==> src/rtl/urs_pkg.sv <==
package urs_pkg;

    localparam int ADDR_W = 5;

    localparam logic [ADDR_W-1:0] A_CLK_SET  = 5'h00;
    localparam logic [ADDR_W-1:0] A_CLK_CLR  = 5'h04;
    localparam logic [ADDR_W-1:0] A_CLK_STAT = 5'h08;
    localparam logic [ADDR_W-1:0] A_RST_REL  = 5'h0C;
    localparam logic [ADDR_W-1:0] A_RST_ASRT = 5'h10;
    localparam logic [ADDR_W-1:0] A_RST_STAT = 5'h14;

    typedef enum logic [1:0] {
        PH_IDLE    = 2'd0,
        PH_HOLD    = 2'd1,
        PH_RELEASE = 2'd2,
        PH_RESTORE = 2'd3
    } phase_e;

endpackage

==> src/rtl/urs_decode.sv <==
module urs_decode
    import urs_pkg::*;
#(
    parameter int N = 6
) (
    input  logic              wr_en,
    input  logic [ADDR_W-1:0] addr,
    input  logic [N-1:0]      wdata,
    input  logic [N-1:0]      clk_en_q,
    input  logic [N-1:0]      rstn_q,
    output logic [N-1:0]      clk_set,
    output logic [N-1:0]      clk_clr,
    output logic [N-1:0]      rst_rel,
    output logic [N-1:0]      rst_asrt,
    output logic [N-1:0]      rdata
);

    always_comb begin
        clk_set  = (wr_en && addr == A_CLK_SET)  ? wdata : '0;
        clk_clr  = (wr_en && addr == A_CLK_CLR)  ? wdata : '0;
        rst_rel  = (wr_en && addr == A_RST_REL)  ? wdata : '0;
        rst_asrt = (wr_en && addr == A_RST_ASRT) ? wdata : '0;
        case (addr)
            A_CLK_STAT: rdata = clk_en_q;
            A_RST_STAT: rdata = rstn_q;
            default:    rdata = '0;
        endcase
    end

endmodule

==> src/rtl/urs_seq.sv <==
module urs_seq
    import urs_pkg::*;
#(
    parameter int N     = 6,
    parameter int IDX_W = 3,
    parameter int HOLD  = 16
) (
    input  logic             clk,
    input  logic             rst_n,
    input  logic             req_valid,
    input  logic [IDX_W-1:0] req_unit,
    input  logic [N-1:0]     clk_en_q,
    output logic             start,
    output logic             clk_off,
    output logic             rel_rst,
    output logic             restore,
    output logic             restore_val,
    output logic [N-1:0]     tgt_oh,
    output logic [N-1:0]     held_oh,
    output logic [N-1:0]     lock_oh,
    output logic             busy,
    output logic             in_hold,
    output logic             err
);

    localparam int              CNT_W = $clog2(HOLD + 1);
    localparam logic [CNT_W-1:0] CNT_LAST = CNT_W'(HOLD - 1);
    localparam logic [IDX_W:0]   N_LIM = (IDX_W + 1)'(N);

    typedef struct packed {
        phase_e           ph;
        logic [CNT_W-1:0] cnt;
        logic [IDX_W-1:0] unit;
        logic             saved;
        logic             err;
    } seq_t;

    seq_t s_q, s_d;
    logic             in_range;
    logic [IDX_W-1:0] tgt_sel;

    always_comb begin
        s_d      = s_q;
        s_d.err  = 1'b0;
        start    = 1'b0;
        clk_off  = 1'b0;
        rel_rst  = 1'b0;
        restore  = 1'b0;
        in_range = ({1'b0, req_unit} < N_LIM);
        case (s_q.ph)
            PH_IDLE: begin
                if (req_valid) begin
                    if (in_range) begin
                        start     = 1'b1;
                        s_d.ph    = PH_HOLD;
                        s_d.cnt   = '0;
                        s_d.unit  = req_unit;
                        s_d.saved = clk_en_q[req_unit];
                    end else begin
                        s_d.err = 1'b1;
                    end
                end
            end
            PH_HOLD: begin
                if (s_q.cnt == CNT_LAST) begin
                    clk_off = 1'b1;
                    s_d.ph  = PH_RELEASE;
                end else begin
                    s_d.cnt = s_q.cnt + 1'b1;
                end
            end
            PH_RELEASE: begin
                rel_rst = 1'b1;
                s_d.ph  = PH_RESTORE;
            end
            default: begin
                restore = 1'b1;
                s_d.ph  = PH_IDLE;
            end
        endcase

        tgt_sel     = (s_q.ph == PH_IDLE) ? req_unit : s_q.unit;
        restore_val = s_q.saved;
        busy        = (s_q.ph != PH_IDLE);
        in_hold     = (s_q.ph == PH_HOLD);
        err         = s_q.err;
    end

    for (genvar gi = 0; gi < N; gi++) begin : g_oh
        assign tgt_oh[gi]  = (tgt_sel == IDX_W'(gi));
        assign held_oh[gi] = (s_q.unit == IDX_W'(gi));
        assign lock_oh[gi] = (busy || start) && tgt_oh[gi];
    end

    always_ff @(posedge clk or negedge rst_n) begin
        if (!rst_n) begin
            s_q.ph    <= PH_IDLE;
            s_q.cnt   <= '0;
            s_q.unit  <= '0;
            s_q.saved <= 1'b0;
            s_q.err   <= 1'b0;
        end else begin
            s_q <= s_d;
        end
    end

    p_cnt_bound_r5: assert property (@(posedge clk) disable iff (!rst_n)
        s_q.cnt <= CNT_LAST);

endmodule

==> src/rtl/urs_bank.sv <==
module urs_bank #(
    parameter int N = 6
) (
    input  logic         clk,
    input  logic         rst_n,
    input  logic [N-1:0] clk_set,
    input  logic [N-1:0] clk_clr,
    input  logic [N-1:0] rst_rel,
    input  logic [N-1:0] rst_asrt,
    input  logic [N-1:0] lock_oh,
    input  logic [N-1:0] tgt_oh,
    input  logic         start,
    input  logic         clk_off,
    input  logic         rel_rst,
    input  logic         restore,
    input  logic         restore_val,
    output logic [N-1:0] clk_en_q,
    output logic [N-1:0] rstn_q
);

    typedef struct packed {
        logic [N-1:0] ce;
        logic [N-1:0] rn;
    } bank_t;

    bank_t b_q, b_d;

    always_comb begin
        b_d    = b_q;
        b_d.ce = (b_d.ce | (clk_set & ~lock_oh)) & ~(clk_clr & ~lock_oh);
        b_d.rn = (b_d.rn | (rst_rel & ~lock_oh)) & ~(rst_asrt & ~lock_oh);
        if (start) begin
            b_d.ce = b_d.ce | tgt_oh;
            b_d.rn = b_d.rn & ~tgt_oh;
        end
        if (clk_off) begin
            b_d.ce = b_d.ce & ~tgt_oh;
        end
        if (rel_rst) begin
            b_d.rn = b_d.rn | tgt_oh;
        end
        if (restore) begin
            b_d.ce = (b_d.ce & ~tgt_oh) | (restore_val ? tgt_oh : '0);
        end
    end

    always_ff @(posedge clk or negedge rst_n) begin
        if (!rst_n) begin
            b_q.ce <= '0;
            b_q.rn <= '0;
        end else begin
            b_q <= b_d;
        end
    end

    assign clk_en_q = b_q.ce;
    assign rstn_q   = b_q.rn;

    p_lock_onehot_r9: assert property (@(posedge clk) disable iff (!rst_n)
        $onehot0(lock_oh));

endmodule

==> src/rtl/unit_rst_seq.sv <==
module unit_rst_seq
    import urs_pkg::*;
#(
    parameter int NUM_UNITS   = 6,
    parameter int IDX_W       = 3,
    parameter int HOLD_CYCLES = 16
) (
    input  logic                 clk,
    input  logic                 rst_n,
    input  logic                 reg_wr,
    input  logic [ADDR_W-1:0]    reg_addr,
    input  logic [NUM_UNITS-1:0] reg_wdata,
    output logic [NUM_UNITS-1:0] reg_rdata,
    input  logic                 req_valid,
    input  logic [IDX_W-1:0]     req_unit,
    output logic [NUM_UNITS-1:0] unit_clk_en,
    output logic [NUM_UNITS-1:0] unit_rst_n,
    output logic                 busy,
    output logic                 req_err
);

    logic [NUM_UNITS-1:0] clk_set, clk_clr, rst_rel, rst_asrt;
    logic [NUM_UNITS-1:0] tgt_oh, held_oh, lock_oh;
    logic start, clk_off, rel_rst, restore, restore_val, in_hold;

    urs_decode #(.N(NUM_UNITS)) u_decode (
        .wr_en    (reg_wr),
        .addr     (reg_addr),
        .wdata    (reg_wdata),
        .clk_en_q (unit_clk_en),
        .rstn_q   (unit_rst_n),
        .clk_set  (clk_set),
        .clk_clr  (clk_clr),
        .rst_rel  (rst_rel),
        .rst_asrt (rst_asrt),
        .rdata    (reg_rdata)
    );

    urs_seq #(.N(NUM_UNITS), .IDX_W(IDX_W), .HOLD(HOLD_CYCLES)) u_seq (
        .clk         (clk),
        .rst_n       (rst_n),
        .req_valid   (req_valid),
        .req_unit    (req_unit),
        .clk_en_q    (unit_clk_en),
        .start       (start),
        .clk_off     (clk_off),
        .rel_rst     (rel_rst),
        .restore     (restore),
        .restore_val (restore_val),
        .tgt_oh      (tgt_oh),
        .held_oh     (held_oh),
        .lock_oh     (lock_oh),
        .busy        (busy),
        .in_hold     (in_hold),
        .err         (req_err)
    );

    urs_bank #(.N(NUM_UNITS)) u_bank (
        .clk         (clk),
        .rst_n       (rst_n),
        .clk_set     (clk_set),
        .clk_clr     (clk_clr),
        .rst_rel     (rst_rel),
        .rst_asrt    (rst_asrt),
        .lock_oh     (lock_oh),
        .tgt_oh      (tgt_oh),
        .start       (start),
        .clk_off     (clk_off),
        .rel_rst     (rel_rst),
        .restore     (restore),
        .restore_val (restore_val),
        .clk_en_q    (unit_clk_en),
        .rstn_q      (unit_rst_n)
    );

    p_start_state_r4: assert property (@(posedge clk) disable iff (!rst_n)
        $rose(busy) |-> ((unit_rst_n & held_oh) == '0) && ((unit_clk_en & held_oh) != '0));

    p_hold_rst_low_r4: assert property (@(posedge clk) disable iff (!rst_n)
        in_hold |-> ((unit_rst_n & held_oh) == '0));

    p_hold_clk_on_r5: assert property (@(posedge clk) disable iff (!rst_n)
        in_hold |-> ((unit_clk_en & held_oh) != '0));

    p_released_at_end_r6: assert property (@(posedge clk) disable iff (!rst_n)
        $fell(busy) |-> ((unit_rst_n & held_oh) != '0));

    p_err_only_idle_r8: assert property (@(posedge clk) disable iff (!rst_n)
        req_err |-> !busy);

    p_busy_ignores_req_r7: assert property (@(posedge clk) disable iff (!rst_n)
        (busy && req_valid) |=> !req_err);

endmodule

==> config.mk <==
export PLATFORM = sky130hd
export DESIGN_NAME = unit_rst_seq
export DESIGN_NICKNAME = d
export VERILOG_FILES = /design/src/rtl/urs_pkg.sv /design/src/rtl/urs_decode.sv /design/src/rtl/urs_seq.sv /design/src/rtl/urs_bank.sv /design/src/rtl/unit_rst_seq.sv
export SDC_FILE = /design/constraint.sdc
export NUM_CORES = 1
export LEC_CHECK = 0
export BUFFER_PORTS_ARGS = -buffer_cell sky130_fd_sc_hd__buf_2
export CORE_MARGIN = 2
export CORE_UTILIZATION = 49
export DETAILED_ROUTE_END_ITERATION = 16
export PLACE_DENSITY = 0.76
export SETUP_SLACK_MARGIN = 0.3
export SKIP_CTS_REPAIR_TIMING = 1
export SLEW_MARGIN = 10
export SYNTH_ARGS = -nofsm -noshare
export SYNTH_HDL_FRONTEND = slang
export SYNTH_SLANG_ARGS = --single-unit
export TNS_END_PERCENT = 20
==> constraint.sdc <==
create_clock -name clk -period 2.1 [get_ports clk]
set_clock_uncertainty 0.2 [all_clocks]
set_input_delay 0.42 -clock clk [delete_from_list [all_inputs] [get_ports clk]]
set_output_delay 0.42 -clock clk [all_outputs]
set_load 0.1 [all_outputs]
# ---- After elaboration in Yosys (flattened, before gate mapping)
# Index checks and enable logic that the tools add are counted.
dict set report totals {
  out_inout_bits 20
  word_cells 92
  reg_bits 24
}
dict set report op_classes {
  bitwise 18
  mux 27
  magnitude_cmp 2
  eq_ne 17
  addsub 1
  reduce_logical 20
}
# op count
set ops {}
lappend ops {{$and 6x6->6} 9}
lappend ops {{$mux 6} 8}
lappend ops {{$or 6x6->6} 5}
lappend ops {{$mux 12} 2}
lappend ops {{$not 6->6} 4}
lappend ops {{$eq 5x4->1 const B} 3}
lappend ops {{$pmux 6 s2} 1}
lappend ops {{$mux 11} 1}
lappend ops {{$eq 5x5->1 const B} 2}
lappend ops {{$logic_and 1x1->1} 10}
lappend ops {{$pmux 5 s2} 1}
lappend ops {{$mux 1} 9}
lappend ops {{$eq 3x2->1 const B} 2}
lappend ops {{$eq 3x3->1 const B} 2}
lappend ops {{$pmux 2 s3} 1}
lappend ops {{$reduce_and 3->1} 2}
lappend ops {{$add 5x1->5 const B} 1}
lappend ops {{$eq 5x3->1 const B} 1}
lappend ops {{$logic_not 5->1} 1}
lappend ops {{$mux 5} 1}
lappend ops {{$lt 3x4->1 const B} 1}
lappend ops {{$ne 2x1->1 const B} 2}
lappend ops {{$ne 2x2->1 const B} 2}
lappend ops {{$reduce_and 4->1} 1}
lappend ops {{other kinds (12)} 13}

# ---- Logic depth before layout (Yosys ltp)
dict set report logic_depth {
  word_depth 17
  depth_mapped 8
  depth_no_buf 7
}

# ---- Cells and area by module
# A second synthesis with hierarchy kept.
dict set report unflattened {
  cells_unflattened 230
  area_unflattened_um2 1886.8
}
# module cells_each n_inst area_each_um2 seq_area_each_um2
set by_module_without_submodules {}
lappend by_module_without_submodules {urs_seq 104 1 814.5 300.3}
lappend by_module_without_submodules {urs_bank 70 1 658.1 300.3}
lappend by_module_without_submodules {urs_decode 56 1 414.1 0.0}

# ---- Worst setup path before layout
# OpenSTA, ideal clock, no wires.
dict set report synth_timing {
  kind {input -> output}
  start {in reg_addr[1]}
  end {out reg_rdata[0]}
  arrival_time_ns 1.881
  path_stages 3
  n_path_buf 0
  slack_ns -0.401
  required_time_ns 1.480
  cell_sequence {or3b_1 -> nor3_2 -> a22o_1}
}
dict set report synth_via {
  elab_chain_len 2
  elab_cells_between_ends 3
  cone_classes {2 x eq/ne; 1 x mux}
}
# item line_no
set synth_rtl {}
lappend synth_rtl {{start: declaration} unit_rst_seq.sv:11} ;# input logic [ADDR_W-1:0] reg_addr,
lappend synth_rtl {{$eq 5x5->1 or $eq 5x4->1 (tied branches)} urs_decode.sv:23} ;# case (addr)
lappend synth_rtl {{$pmux 6 s2 (*)} urs_decode.sv:23}
lappend synth_rtl {{end: declaration} unit_rst_seq.sv:13} ;# output logic [NUM_UNITS-1:0] reg_rdata,
# Mark *: on every way between the ends. The rest lies on a longest branch, timed or not.

# ---- Worst setup path after layout
dict set report layout_timing {
  start {in reg_addr[1]}
  end {out reg_rdata[4]}
}
# Same word-level chain as after synthesis.

==> impl_metrics.yaml <==
pwr:
  p_leak_nw: 1.193
  power_density_nw_per_um2: 1602
  irDropWorstVdd_mv: 1.121
sta:
  relSlewSlack_pct: 61.23
  min_period_over_period_pct: 104.4
  min_period_ns: 2.193
  finalMaxSlewViolations: 0
  rsz0062_at_grt: "yes"
  fmax_mhz: 456.0
  layout_setup_ws_ns: -0.09299
  hold_viol: 0
  worst_slew_pin_slew_ns: 0.5815
  final-setup-viol-count: 6
die:
  io_pins: 38
  fp.dieH_um: 64.53
  dieArea_um2: 4164
  rows: 21
  die_w_um: 64.53
  start_util_pct: 52.56
  coreArea_um2: 3416
global_route:
  grt_max_degree: 25
  grt_use_total_pct: 25.79
  grt_pass1_wl_mm: 8.342
  grt_pass1_vias: 1794
  antenna_found_initial: 0
  grt_overflow: 0
layout:
  final_util_pct: 79.34
  drive_above_1_share_pct: 51.38
  antenna_cells: 0
  fill_cells: 209
  flow.area_growth_from_synthesis_pct: 50.94
  nNetsFinal: 278
logic_synthesis:
  syn-cell-area_um2: 1795
  synth-main-ff-cell: "dfrtp_1"
  syn_nets: 211
  synthTopCellsByArea: "dfrtp_1 33%, a32o_1 6.1%, a22o_1 4.4%"
  syn_inst: 187
  yosysSeqAreaShare_pct: 33.45
  synth-edff-count: 0
  synth.distinct_cells: 52
  synth_top_area_share_pct: 33.45
  async_reset_ff_share_pct: 100.0
  ys_ff_latch: 24
  post_synth.cell_area_avg_um2: 9.601
  yosys_warnings: 0
  synth_largest_area_cell: "dfrtp_1"
placement:
  post-place-ws_ns: -0.09791
  dp_hpwl_mm: 3.681
  numPortBuffers: 37
  gp_congestion: 0.7857
critical_path:
  cp-end-kind: "output port"
  worstPathMaxFanout: 3
  startpoint_type: "input pin"
  crit_type: "input pin to output port"
  critical_path_required_ns: 1.48
  arrival_ns: 1.57
  rr_worst_depth: 8
routing:
  top_layer: "met4"
  drt_iter0_markers: 124
  m1WireLength_mm: 2.280
  vias: 1957
  postRouteAntennaNets: 0
  post-route-drc-count: 0
  avgRoutedWirePerCell_um: 19.71
  drtPass1Iterations: 5
  wl_met3_um: 368
  via_per_inst: 6.545
  met2_length_mm: 3.040
  wirelength_mm: 5.894
clock_network:
  clockRootBuffer: "clkbuf_4"
  clkTransAtPathRegs_ns: 0.15
  cts_sinks: 24
  clockBufferDepth: 2
  cts_tree: "built"
  clk_latency_ns: 0.34
  cts.htree.levels: 1
  cts_buffers: 3
min_path:
  min_path_type: "input pin to register"
  worstHoldPathCells: 3
status:
  outcome: "complete, but fails checks"
  violations: "negative setup slack"
flow_run:
  drv_cap: 0
==> cells in the final DEF (no fill, tap or decap), types with 2 or more instances in the layout <==
master,instances
a21o_1,2
a22o_1,3
a22o_4,6
a22oi_1,2
a31oi_1,11
a32o_1,9
a32o_2,2
and4b_1,3
and4bb_1,2
and4bb_2,2
buf_12,7
buf_2,23
buf_4,24
buf_6,10
clkbuf_4,10
dfrtp_1,24
ha_1,2
ha_4,3
inv_1,9
inv_2,2
nand2_1,11
nand3_1,2
nor2_1,12
nor4b_4,5
o21ai_0,5
o21ai_1,6
o21ai_2,2
o22ai_1,4
o22ai_2,8
or2_1,2
or2_4,5
==> through the flow <==
step / instances / setup TNS [ns] / hold WS, ns / power [mW] / instance area [um^2]
floorplan: 187 / -0.2067 / -0.07559 / 2.757 / 1859
global placement: 287 / -0.4542 / 0.2428 / 3.361 / 2345
detailed placement: 287 / -0.7404 / 0.2502 / 3.418 / 2345
CTS: 291 / -1.307 / -0.1325 / 3.685 / 2381
global route: 299 / -0.7021 / 0.1744 / 4.552 / 2710
finish: 299 / -0.5080 / 0.1885 / 4.342 / 2710
==> path summary, 6_finish.rpt <==
kind                          startpoint          endpoint  slack (ns)
max in group asynchronous          rst_n  u_bank.rstn_q[1]        0.93
min reg2reg                 u_seq.s_q[9]      u_seq.s_q[9]        0.36
max                          reg_addr[1]      reg_rdata[4]       -0.09
min in group asynchronous          rst_n         u_seq.err        0.39
max reg2reg                u_seq.s_q[11]  u_bank.rstn_q[1]        0.03
min                            req_valid         u_seq.err        0.19
==> where the power goes <==
part | total [mW] | internal [mW] | switching (mW)
clock | 0.273 | 0.106 | 0.166
combinational | 3.09 | 1.12 | 1.97
sequential | 0.975 | 0.667 | 0.308
total | 4.34 | 1.90 | 2.45
==> layer usage <==
metal | vias up | GRT usage (%)
li1 | 870 | -
met1 | 954 | 31.64
met2 | 111 | 45.18
met3 | 22 | 3.993
met4 | 0 | 10.37
met5 | - | 0
==> cell type report <==
class | instances | area [um^2] | share of cell area (%)
Inverter | 12 | 50.05 | 1.847
Multi-Input combinational cell | 141 | 1355 | 50.00
Tap cell | 46 | 57.56 | 2.124
Timing Repair Buffer | 72 | 610.6 | 22.53
Clock buffer | 4 | 36.28 | 1.339
Sequential cell | 24 | 600.6 | 22.16
==> sequential cells by signal, summed over array words and instances (netlist names) <==
register,count
u_seq.s_q,10
u_bank.clk_en_q,6
u_bank.rstn_q,6
u_seq.err,1
u_seq.restore_val,1
==> critical path, cell delays in order <==
cell    delay, ns
buf_2        0.10
or3b_4       0.40
nor3_4       0.16
buf_4        0.17
a22o_4       0.15
buf_12       0.16
==> synthesized netlist by cell type, drive strengths merged, types with 5 or more instances <==
cell and n:
a22o 9, a31oi 11, a32o 11, buf 7, dfrtp 24, ha 6
inv 12, nand2 13, nor2 12, nor4b 5, o21ai 13, o22ai 12
or2 8
==> cell families after synthesis <==
| group | after synthesis | share of synthesized area (%) |
|---|---|---|
| compound gates | 72 | 29.69 |
| simple gates | 58 | 23.14 |
| flops | 24 | 33.45 |
| buf+inv | 22 | 5.992 |
| fa+ha+maj | 6 | 4.181 |
| mux | 4 | 3.066 |
| xor+xnor | 1 | 0.4879 |
Note: power is estimated with default switching activity, not from simulation.
